--- config.mk ---
export PLATFORM = sky130hd
export DESIGN_NAME = chkseq_top
export DESIGN_NICKNAME = d
export VERILOG_FILES = /design/src/rtl/chkseq_pkg.sv /design/src/rtl/chkseq_rom.sv /design/src/rtl/chkseq_cmp.sv /design/src/rtl/chkseq_ctrl.sv /design/src/rtl/chkseq_top.sv
export SDC_FILE = /design/constraint.sdc
export NUM_CORES = 1
export LEC_CHECK = 0
export BUFFER_PORTS_ARGS = -buffer_cell sky130_fd_sc_hd__buf_2
export CELL_PAD_IN_SITES_DETAIL_PLACEMENT = 1
export CELL_PAD_IN_SITES_GLOBAL_PLACEMENT = 1
export CORE_ASPECT_RATIO = 0.6
export CORE_MARGIN = 2
export CORE_UTILIZATION = 40
export CTS_CLUSTER_SIZE = 28
export DETAILED_ROUTE_END_ITERATION = 10
export GPL_ROUTABILITY_DRIVEN = 0
export GPL_TIMING_DRIVEN = 1
export PLACE_DENSITY = 0.79
export SLEW_MARGIN = 40
export SYNTH_ARGS = -nofsm -noshare
export SYNTH_HDL_FRONTEND = slang
export SYNTH_SLANG_ARGS = --single-unit
export TNS_END_PERCENT = 5
--- constraint.sdc ---
create_clock -name clk -period 4.35 [get_ports clk]
set_clock_uncertainty 0.2 [all_clocks]
set_input_delay 0 -clock clk [delete_from_list [all_inputs] [get_ports clk]]
set_output_delay 0 -clock clk [all_outputs]
set_load 0.05 [all_outputs]
--- src/rtl/chkseq_pkg.sv ---
package chkseq_pkg;

    localparam int SEQ_LEN  = 64;
    localparam int IDX_W    = $clog2(SEQ_LEN);
    localparam int SYNC_LEN = 4;

    typedef enum logic [2:0] {
        MS_A = 3'd0,
        MS_B = 3'd1,
        MS_C = 3'd2,
        MS_D = 3'd3,
        MS_E = 3'd4
    } ref_state_e;

    typedef enum logic [1:0] {
        SQ_IDLE = 2'd0,
        SQ_RUN  = 2'd1,
        SQ_DONE = 2'd2
    } seq_phase_e;

    typedef struct packed {
        logic stim;
        logic expect_bit;
        logic cmp_en;
    } step_entry_t;

    // Step 0 is the leftmost bit: prefix, state identification, transition checks.
    localparam logic [SEQ_LEN-1:0] STIM_PATTERN =
        64'b0000_110110110_1_110_1_110_0110_0110_0110_10_0110_1110_110_1110_101_0110_101_1110;

    function automatic logic stim_at(input int k);
        return STIM_PATTERN[SEQ_LEN-1-k];
    endfunction

    function automatic ref_state_e ref_next(input ref_state_e s, input logic x);
        ref_state_e n;
        case (s)
            MS_A:    n = x ? MS_C : MS_A;
            MS_B:    n = x ? MS_A : MS_C;
            MS_C:    n = x ? MS_E : MS_D;
            MS_D:    n = x ? MS_B : MS_A;
            default: n = MS_B;
        endcase
        return n;
    endfunction

    function automatic logic ref_out(input ref_state_e s, input logic x);
        logic o;
        case (s)
            MS_A:    o = 1'b1;
            MS_B:    o = x;
            MS_C:    o = 1'b0;
            MS_D:    o = 1'b1;
            default: o = 1'b0;
        endcase
        return o;
    endfunction

    // Expected response of step k, stored at bit k; prefix bits left at zero.
    function automatic logic [SEQ_LEN-1:0] build_expect();
        logic [SEQ_LEN-1:0] v;
        ref_state_e         s;
        v = '0;
        s = MS_A;
        for (int k = SYNC_LEN; k < SEQ_LEN; k++) begin
            v[k] = ref_out(s, stim_at(k));
            s    = ref_next(s, stim_at(k));
        end
        return v;
    endfunction

    localparam logic [SEQ_LEN-1:0] EXPECT_PATTERN = build_expect();

endpackage

--- src/rtl/chkseq_rom.sv ---
module chkseq_rom
    import chkseq_pkg::*;
#(
    parameter int DEPTH = SEQ_LEN,
    parameter int AW    = IDX_W
) (
    input  logic [AW-1:0] addr,
    output step_entry_t   entry
);

    step_entry_t table_w [DEPTH];

    generate
        for (genvar g = 0; g < DEPTH; g++) begin : g_entry
            assign table_w[g] = '{
                stim:       STIM_PATTERN[SEQ_LEN-1-g],
                expect_bit: EXPECT_PATTERN[g],
                cmp_en:     (g >= SYNC_LEN)
            };
        end
    endgenerate

    assign entry = table_w[addr];

endmodule

--- src/rtl/chkseq_cmp.sv ---
module chkseq_cmp
    import chkseq_pkg::*;
(
    input  step_entry_t entry,
    input  logic        active,
    input  logic        resp,
    output logic        mismatch,
    output logic        drive_bit
);

    always_comb begin
        drive_bit = active & entry.stim;
        mismatch  = active & entry.cmp_en & (resp != entry.expect_bit);
    end

endmodule

--- src/rtl/chkseq_ctrl.sv ---
module chkseq_ctrl
    import chkseq_pkg::*;
#(
    parameter int DEPTH = SEQ_LEN,
    parameter int AW    = IDX_W
) (
    input  logic          clk,
    input  logic          rst,
    input  logic          start,
    input  logic          mismatch,
    output logic [AW-1:0] step_idx,
    output logic          running,
    output logic          pass_q,
    output logic          fail_q,
    output logic [AW-1:0] fail_idx_q
);

    localparam logic [AW-1:0] LAST_IDX = AW'(DEPTH - 1);

    seq_phase_e phase_q;

    always_ff @(posedge clk) begin
        if (rst) begin
            phase_q    <= SQ_IDLE;
            step_idx   <= '0;
            pass_q     <= 1'b0;
            fail_q     <= 1'b0;
            fail_idx_q <= '0;
        end else begin
            case (phase_q)
                SQ_RUN: begin
                    if (mismatch) begin
                        fail_q     <= 1'b1;
                        fail_idx_q <= step_idx;
                        phase_q    <= SQ_DONE;
                    end else if (step_idx == LAST_IDX) begin
                        pass_q  <= 1'b1;
                        phase_q <= SQ_DONE;
                    end else begin
                        step_idx <= step_idx + 1'b1;
                    end
                end
                default: begin
                    if (start) begin
                        phase_q    <= SQ_RUN;
                        step_idx   <= '0;
                        pass_q     <= 1'b0;
                        fail_q     <= 1'b0;
                        fail_idx_q <= '0;
                    end
                end
            endcase
        end
    end

    assign running = (phase_q == SQ_RUN);

    AST_RESULT_EXCL: assert property (@(posedge clk) disable iff (rst)
        !(pass_q && fail_q));

    AST_FIRST_MISMATCH: assert property (@(posedge clk) disable iff (rst)
        running && mismatch |=> fail_q && !running && fail_idx_q == $past(step_idx));

    AST_STEP_ADVANCE: assert property (@(posedge clk) disable iff (rst)
        running && !mismatch && step_idx != LAST_IDX |=> running && step_idx == $past(step_idx) + 1'b1);

    AST_PASS_AT_END: assert property (@(posedge clk) disable iff (rst)
        running && !mismatch && step_idx == LAST_IDX |=> pass_q && !running);

    AST_RESULT_HOLD: assert property (@(posedge clk) disable iff (rst)
        !running && !start |=> $stable(pass_q) && $stable(fail_q) && $stable(fail_idx_q));

endmodule

--- src/rtl/chkseq_top.sv ---
module chkseq_top
    import chkseq_pkg::*;
(
    input  logic             clk,
    input  logic             rst,
    input  logic             start,
    input  logic             mut_out,
    output logic             mut_in,
    output logic             mut_step,
    output logic             seq_pass,
    output logic             seq_fail,
    output logic [IDX_W-1:0] fail_step
);

    logic [IDX_W-1:0] step_idx;
    logic             running;
    logic             mismatch;
    step_entry_t      entry;

    chkseq_rom #(.DEPTH(SEQ_LEN), .AW(IDX_W)) rom_i (
        .addr  (step_idx),
        .entry (entry)
    );

    chkseq_cmp cmp_i (
        .entry     (entry),
        .active    (running),
        .resp      (mut_out),
        .mismatch  (mismatch),
        .drive_bit (mut_in)
    );

    chkseq_ctrl #(.DEPTH(SEQ_LEN), .AW(IDX_W)) ctrl_i (
        .clk        (clk),
        .rst        (rst),
        .start      (start),
        .mismatch   (mismatch),
        .step_idx   (step_idx),
        .running    (running),
        .pass_q     (seq_pass),
        .fail_q     (seq_fail),
        .fail_idx_q (fail_step)
    );

    assign mut_step = running;

    AST_PREFIX_MASKED: assert property (@(posedge clk) disable iff (rst)
        mut_step && step_idx < IDX_W'(SYNC_LEN) |-> !mismatch);

    AST_IDLE_QUIET: assert property (@(posedge clk) disable iff (rst)
        !mut_step |-> !mut_in);

endmodule

Word-level counts from Yosys, hierarchy flattened
Memory sizes are Yosys's and may differ from the RTL's.
Index checks and enable logic that the tools add are counted.
Widths: inputs -> output; s select.
{"block": "word_totals", "mem_bits_rw": 0, "out_inout_bits": 10, "mem_count": 1, "rom_bits": 192, "ff_bits": 16, "latchBits": 0}
{"name": "(no name shown)", "words": 64, "width": 3, "read_ports": 1, "rd_ports_with_merged_regs": 0, "write_ports": 0, "line_no": "chkseq_rom.sv:23", "rtl": "assign entry = table_w[addr];"}
{"block": "classes", "muxes": 18, "div_mod_pow": 0, "n_bitwise": 4, "shift": 0, "n_lt_le_gt_ge": 1, "n_addsub": 1, "mul": 0, "n_reduce_logical": 5, "eq_ne": 8}
{"op": "$mux 6", "count": 6}
{"op": "$mux 2", "count": 4}
{"op": "$ge 7x7->1 const B", "count": 1}
{"op": "$not 6->7", "count": 1}
{"op": "$add 6x1->6 const B", "count": 1}
{"op": "$eq 6x6->1 const B", "count": 1}
{"op": "$mux 1", "count": 6}
{"op": "$mux 3", "count": 2}
{"op": "$ne 2x2->1 const B", "count": 3}
{"op": "$reduce_and 3->1", "count": 2}
{"op": "$reduce_and 2->1", "count": 2}
{"op": "$and 1x1->1", "count": 3}
{"op": "$ne 3x2->1 const B", "count": 1}
{"op": "$eq 2x1->1 const B", "count": 1}
{"op": "$ne 2x1->1 const B", "count": 1}
{"op": "$reduce_bool 2->1", "count": 1}
{"op": "$ne 1x1->1", "count": 1}

Logic depth before layout (Yosys ltp)
{"block": "depth", "word_depth": 8, "mapped_depth": 10, "depth_no_buf": 8}

By module
A second synthesis with hierarchy kept.
{"block": "hier_totals", "cells_unflattened": 124, "area_unflattened_um2": 1058.5}
{"module": "chkseq_ctrl", "seq_area_each_um2": 320.3, "n_inst": 1, "area_each_um2": 701.9, "cells_each": 77}
{"module": "chkseq_rom", "seq_area_each_um2": 0.0, "n_inst": 1, "area_each_um2": 335.3, "cells_each": 44}
{"module": "chkseq_cmp", "seq_area_each_um2": 0.0, "n_inst": 1, "area_each_um2": 21.3, "cells_each": 3}

Worst setup path before layout
OpenSTA, ideal clock, no wires.
{"block": "synth_timing", "kind": "register to register", "from": "reg ctrl_i.step_idx[0]", "to": "reg ctrl_i.step_idx[0]", "required_time_ps": 4033, "stages_incl_launch_ff": 10, "setup_time_ps": 117, "path_slack_ps": 1249, "arrival_ps": 2784, "cell_sequence": "dfxtp_1 clkbuf_1 inv_1 ha_1 mux2i_1 mux2_2 o211ai_1 mux2_2 or4_4 a32o_1"}
{"block": "synth_between", "elab_chain_len": 8, "word_cells_on_any_way": 15, "cone_classes": "add/sub: 1; eq/ne: 4; mux: 5; bitwise: 3; reduce/logical: 1; memory: 1"}
{"element": "from (decl)", "line_no": "chkseq_ctrl.sv:11", "rtl": "output logic [AW-1:0] step_idx,"}
{"element": "from (signal assigned)", "line_no": "chkseq_ctrl.sv:40", "rtl": "step_idx <= step_idx + 1'b1;"}
{"element": "$not 6->7 (implied by the code)", "line_no": "chkseq_rom.sv:23"}
{"element": "$mem_v2 64x3"}
{"element": "$mux 3 (implied by the code) (2 in series)", "line_no": "chkseq_rom.sv:23"}
{"element": "$and 1x1->1 or $ne 1x1->1 (tied branches)", "line_no": "chkseq_cmp.sv:13", "rtl": "mismatch = active & entry.cmp_en & (resp != entry.expect_bit);"}
{"element": "$and 1x1->1", "line_no": "chkseq_cmp.sv:13"}
{"element": "$ne 2x2->1 (no line)"}
{"element": "$reduce_and 3->1 (no line)"}
Several ways; a longest one is shown, not always the timed one. The select of a mux whose other input is x is not followed.
A chain may end at the register's enable or synchronous reset.

Final worst setup path
{"block": "layout_timing", "from": "reg ctrl_i.step_idx[1]", "to": "reg ctrl_i.step_idx[1]"}
Same word-level chain as after synthesis.

==> summary.txt <==
Run status
  • Status: finished, final reports clean

Yosys
  • Yosys top cell by area: dfxtp_1
  • Syn avg cell area: ~8 sq um
  • Post-synth ARST share: 0
  • Post-Syn Area: 1140 sq um
  • Synth top area share: 0.280
  • Commonest cells post-synth: dfxtp_1 (16), nand2_1 (15), a21oi_1 (12), o21ai_0 (10), clkbuf_1 (9)
  • Sequential element share of the synthesized area: 0.280
  • Ys Warns: 0
  • Top cells by area, synth: dfxtp_1 (28%), ha_1 (6.6%), a21oi_1 (5.3%)
  • Top-count cell post-synth: dfxtp_1
  • Syn Inst Count: 147
  • Post-synth EDFFs: 0
  • Top_reg_cell synth: dfxtp_1
  • FF+latch count, synth: 16
  • Synth cell types: 39
  • Syn nets: 157

STA
  • RSZ-0062 raised after global routing: false
  • Final-report max-slew violation count: 0
  • Fin. Hold Viols: 0
  • Actual slew at the worst max-slew pin: slightly below 0.8 ns
  • Slew HR: 0.481
  • FMAX: ~0.30 GHz
  • Setup violators final: 0
  • Final min period: 3.34 ns
  • PnR worst setup slack: 1.01 ns
  • Setup TNS: 0 ns
  • Fin crit share: 0.769

GRT
  • All-Layer GR Usage: 0.225
  • First-pass GRT wire length: 5570 um
  • Grt total ovfl: 0
  • Initial antenna violation count: 0
  • Vias in the first global route: 1098
  • Largest net degree at the start of global routing: 21

Run
  • Max-Cap Viols: 0

Power and ir drop
  • Power per cell area: approximately 260 nW/um^2
  • Peak VDD IR: about 0.00015 V
  • Leakage: roughly 0.48 nW

Critical path
  • Crit Reg-Reg Startpoint: ctrl_i.step_idx[1]
  • WS Path Type: register to register
  • Startpoint class of the critical path: register
  • Required @ worst endpoint: 4.28 ns
  • R2r worst-path depth: 8
  • Worst-path maximum fanout: 10
  • Critical path origin: ctrl_i.step_idx[1]
  • CP arrival: 3.28 ns
  • Crit end category: register

Finish
  • P&R area growth vs syn: 10.7%
  • Post-Route Utilization: 0.485
  • Cell area after layout: 1260 sq um
  • Final Non-Filler Cells: 187
  • Nets@finish: 166
  • Layout cells sized above 1: 0.155
  • Antenna cells: 0

Route
  • Routed wire length per instance: 18.1 um
  • DRT iter0 DRCs: slightly above 90
  • Routed via count: around 1100
  • Drt total wl: about 3400 um
  • TritonRoute pass-1 iters: 4
  • Antenna-violating nets left: 0
  • Vias/cell: 6.14
  • DRC viols: 0

Die
  • CORE AREA: 2610 sq um
  • Initial core utilization: 0.438
  • # IOs: 14
  • Die X: 73.0 um
  • Die height: 45.4 um
  • Row cnt: 14
  • Die area: 3310 sq um

Min path
  • Hold depth: 5
  • Hold_sp: mut_out
  • Hold Crit Class: input pin to register

Clock tree
  • CTS tree: done
  • Clock sink count: 16
  • Reg clk slew, reported paths: 0.06 ns
  • Total CTS buffers: 3
  • Clk buf depth: 2
  • CTS H-tree lvls: 1
  • Post-CTS resize count: 0
  • Setup bufs post-CTS: 0
  • CTS root buf: clkbuf_8
  • Worst skew pair latency: 0.25 ns
  • Hold Buf Count CTS: 2

Placement
  • Port bufs: 13
  • Place WS: 1.05 ns
  • Placed Cells: 181
  • Hpwl dp: 2500 um
  • DP Area: 1190 sq um
flip-flops by register name (all words and copies together), names as in the netlist:
signal             flops
ctrl_i.fail_idx_q      6
ctrl_i.fail_q          1
ctrl_i.pass_q          1
ctrl_i.phase_q         2
ctrl_i.step_idx        6
cell usage in the layout (no fill, tap or decap), drive strengths merged, types with 2 or more instances in the layout:
| cell type | instances |
|---|---|
| buf | 15 |
| mux2 | 2 |
| o21ai | 10 |
| o211ai | 2 |
| a32o | 2 |
| nand2b | 3 |
| nor2b | 2 |
| ha | 6 |
| inv | 5 |
| a211oi | 2 |
| a31oi | 2 |
| nand3 | 6 |
| nand4 | 7 |
| mux2i | 6 |
| o2111ai | 2 |
| clkbuf | 4 |
| a21oi | 12 |
| dfxtp | 16 |
| nor2 | 8 |
| and3 | 4 |
| nand2 | 15 |
| nor3 | 7 |
| dlygate4sd3 | 2 |
final timing paths:
check,end,slack (ns)
max,ctrl_i.step_idx[1],1.01
min,ctrl_i.fail_idx_q[5],0.18
max reg2reg,ctrl_i.step_idx[1],1.01
min reg2reg,ctrl_i.fail_q,0.25
routing by layer:
layer / wire length [um] / GRT usage / vias up / share of wire
met1: 1710 / 0.335 / 558 / 0.51
met4: 8 / 0.0259 / 0 / 0.0024
met2: 1450 / 0.342 / 31 / 0.43
met3: 214 / 0.0531 / 2 / 0.063
met5: 0 / 0 / - / 0
li1: - / - / 558 / -
cell families after synthesis:
group | count (synthesis) | synth area share
buffers and inverters | 18 | 0.0799
xor gates and xnor gates | 1 | 0.00767
and+or+nand+nor | 58 | 0.264
adders and majority gates | 6 | 0.0657
muxes | 8 | 0.0723
AOI/OAI and AO/OA | 40 | 0.230
DFF | 16 | 0.280
power breakdown:
group	total (mW)	internal, mW	switching, mW
clock network	0.131	0.0802	0.0513
logic	0.0422	0.0143	0.0280
registers	0.154	0.149	0.00521
total	0.328	0.243	0.0845
worst max-delay path, stage by stage, from the launching register on:
cell and delay, ns:
dfxtp_1 0.54, inv_1 0.16, ha_1 0.39, mux2i_1 0.09
mux2_2 0.28, o211ai_1 0.27, mux2_2 0.45, or4_4 0.56
a32o_1 0.28
area by class of cell:
class / count / area [sq um]
clock buffer: 4 / 55.1
fill: 331 / 1350
inverter: 5 / 18.8
multi-input combinational: 113 / 731
sequential: 16 / 320
tap: 32 / 40.0
timing repair buffer: 17 / 100
through the flow:
| stage | hold WS [ns] | power (mW) |
|---|---|---|
| floorplan | -0.0102 | 0.185 |
| global placement | 0.144 | 0.195 |
| detailed placement | 0.159 | 0.198 |
| CTS | 0.184 | 0.328 |
| global route | 0.242 | 0.343 |
| finish | 0.179 | 0.328 |
(Power assumes the default switching activity.)
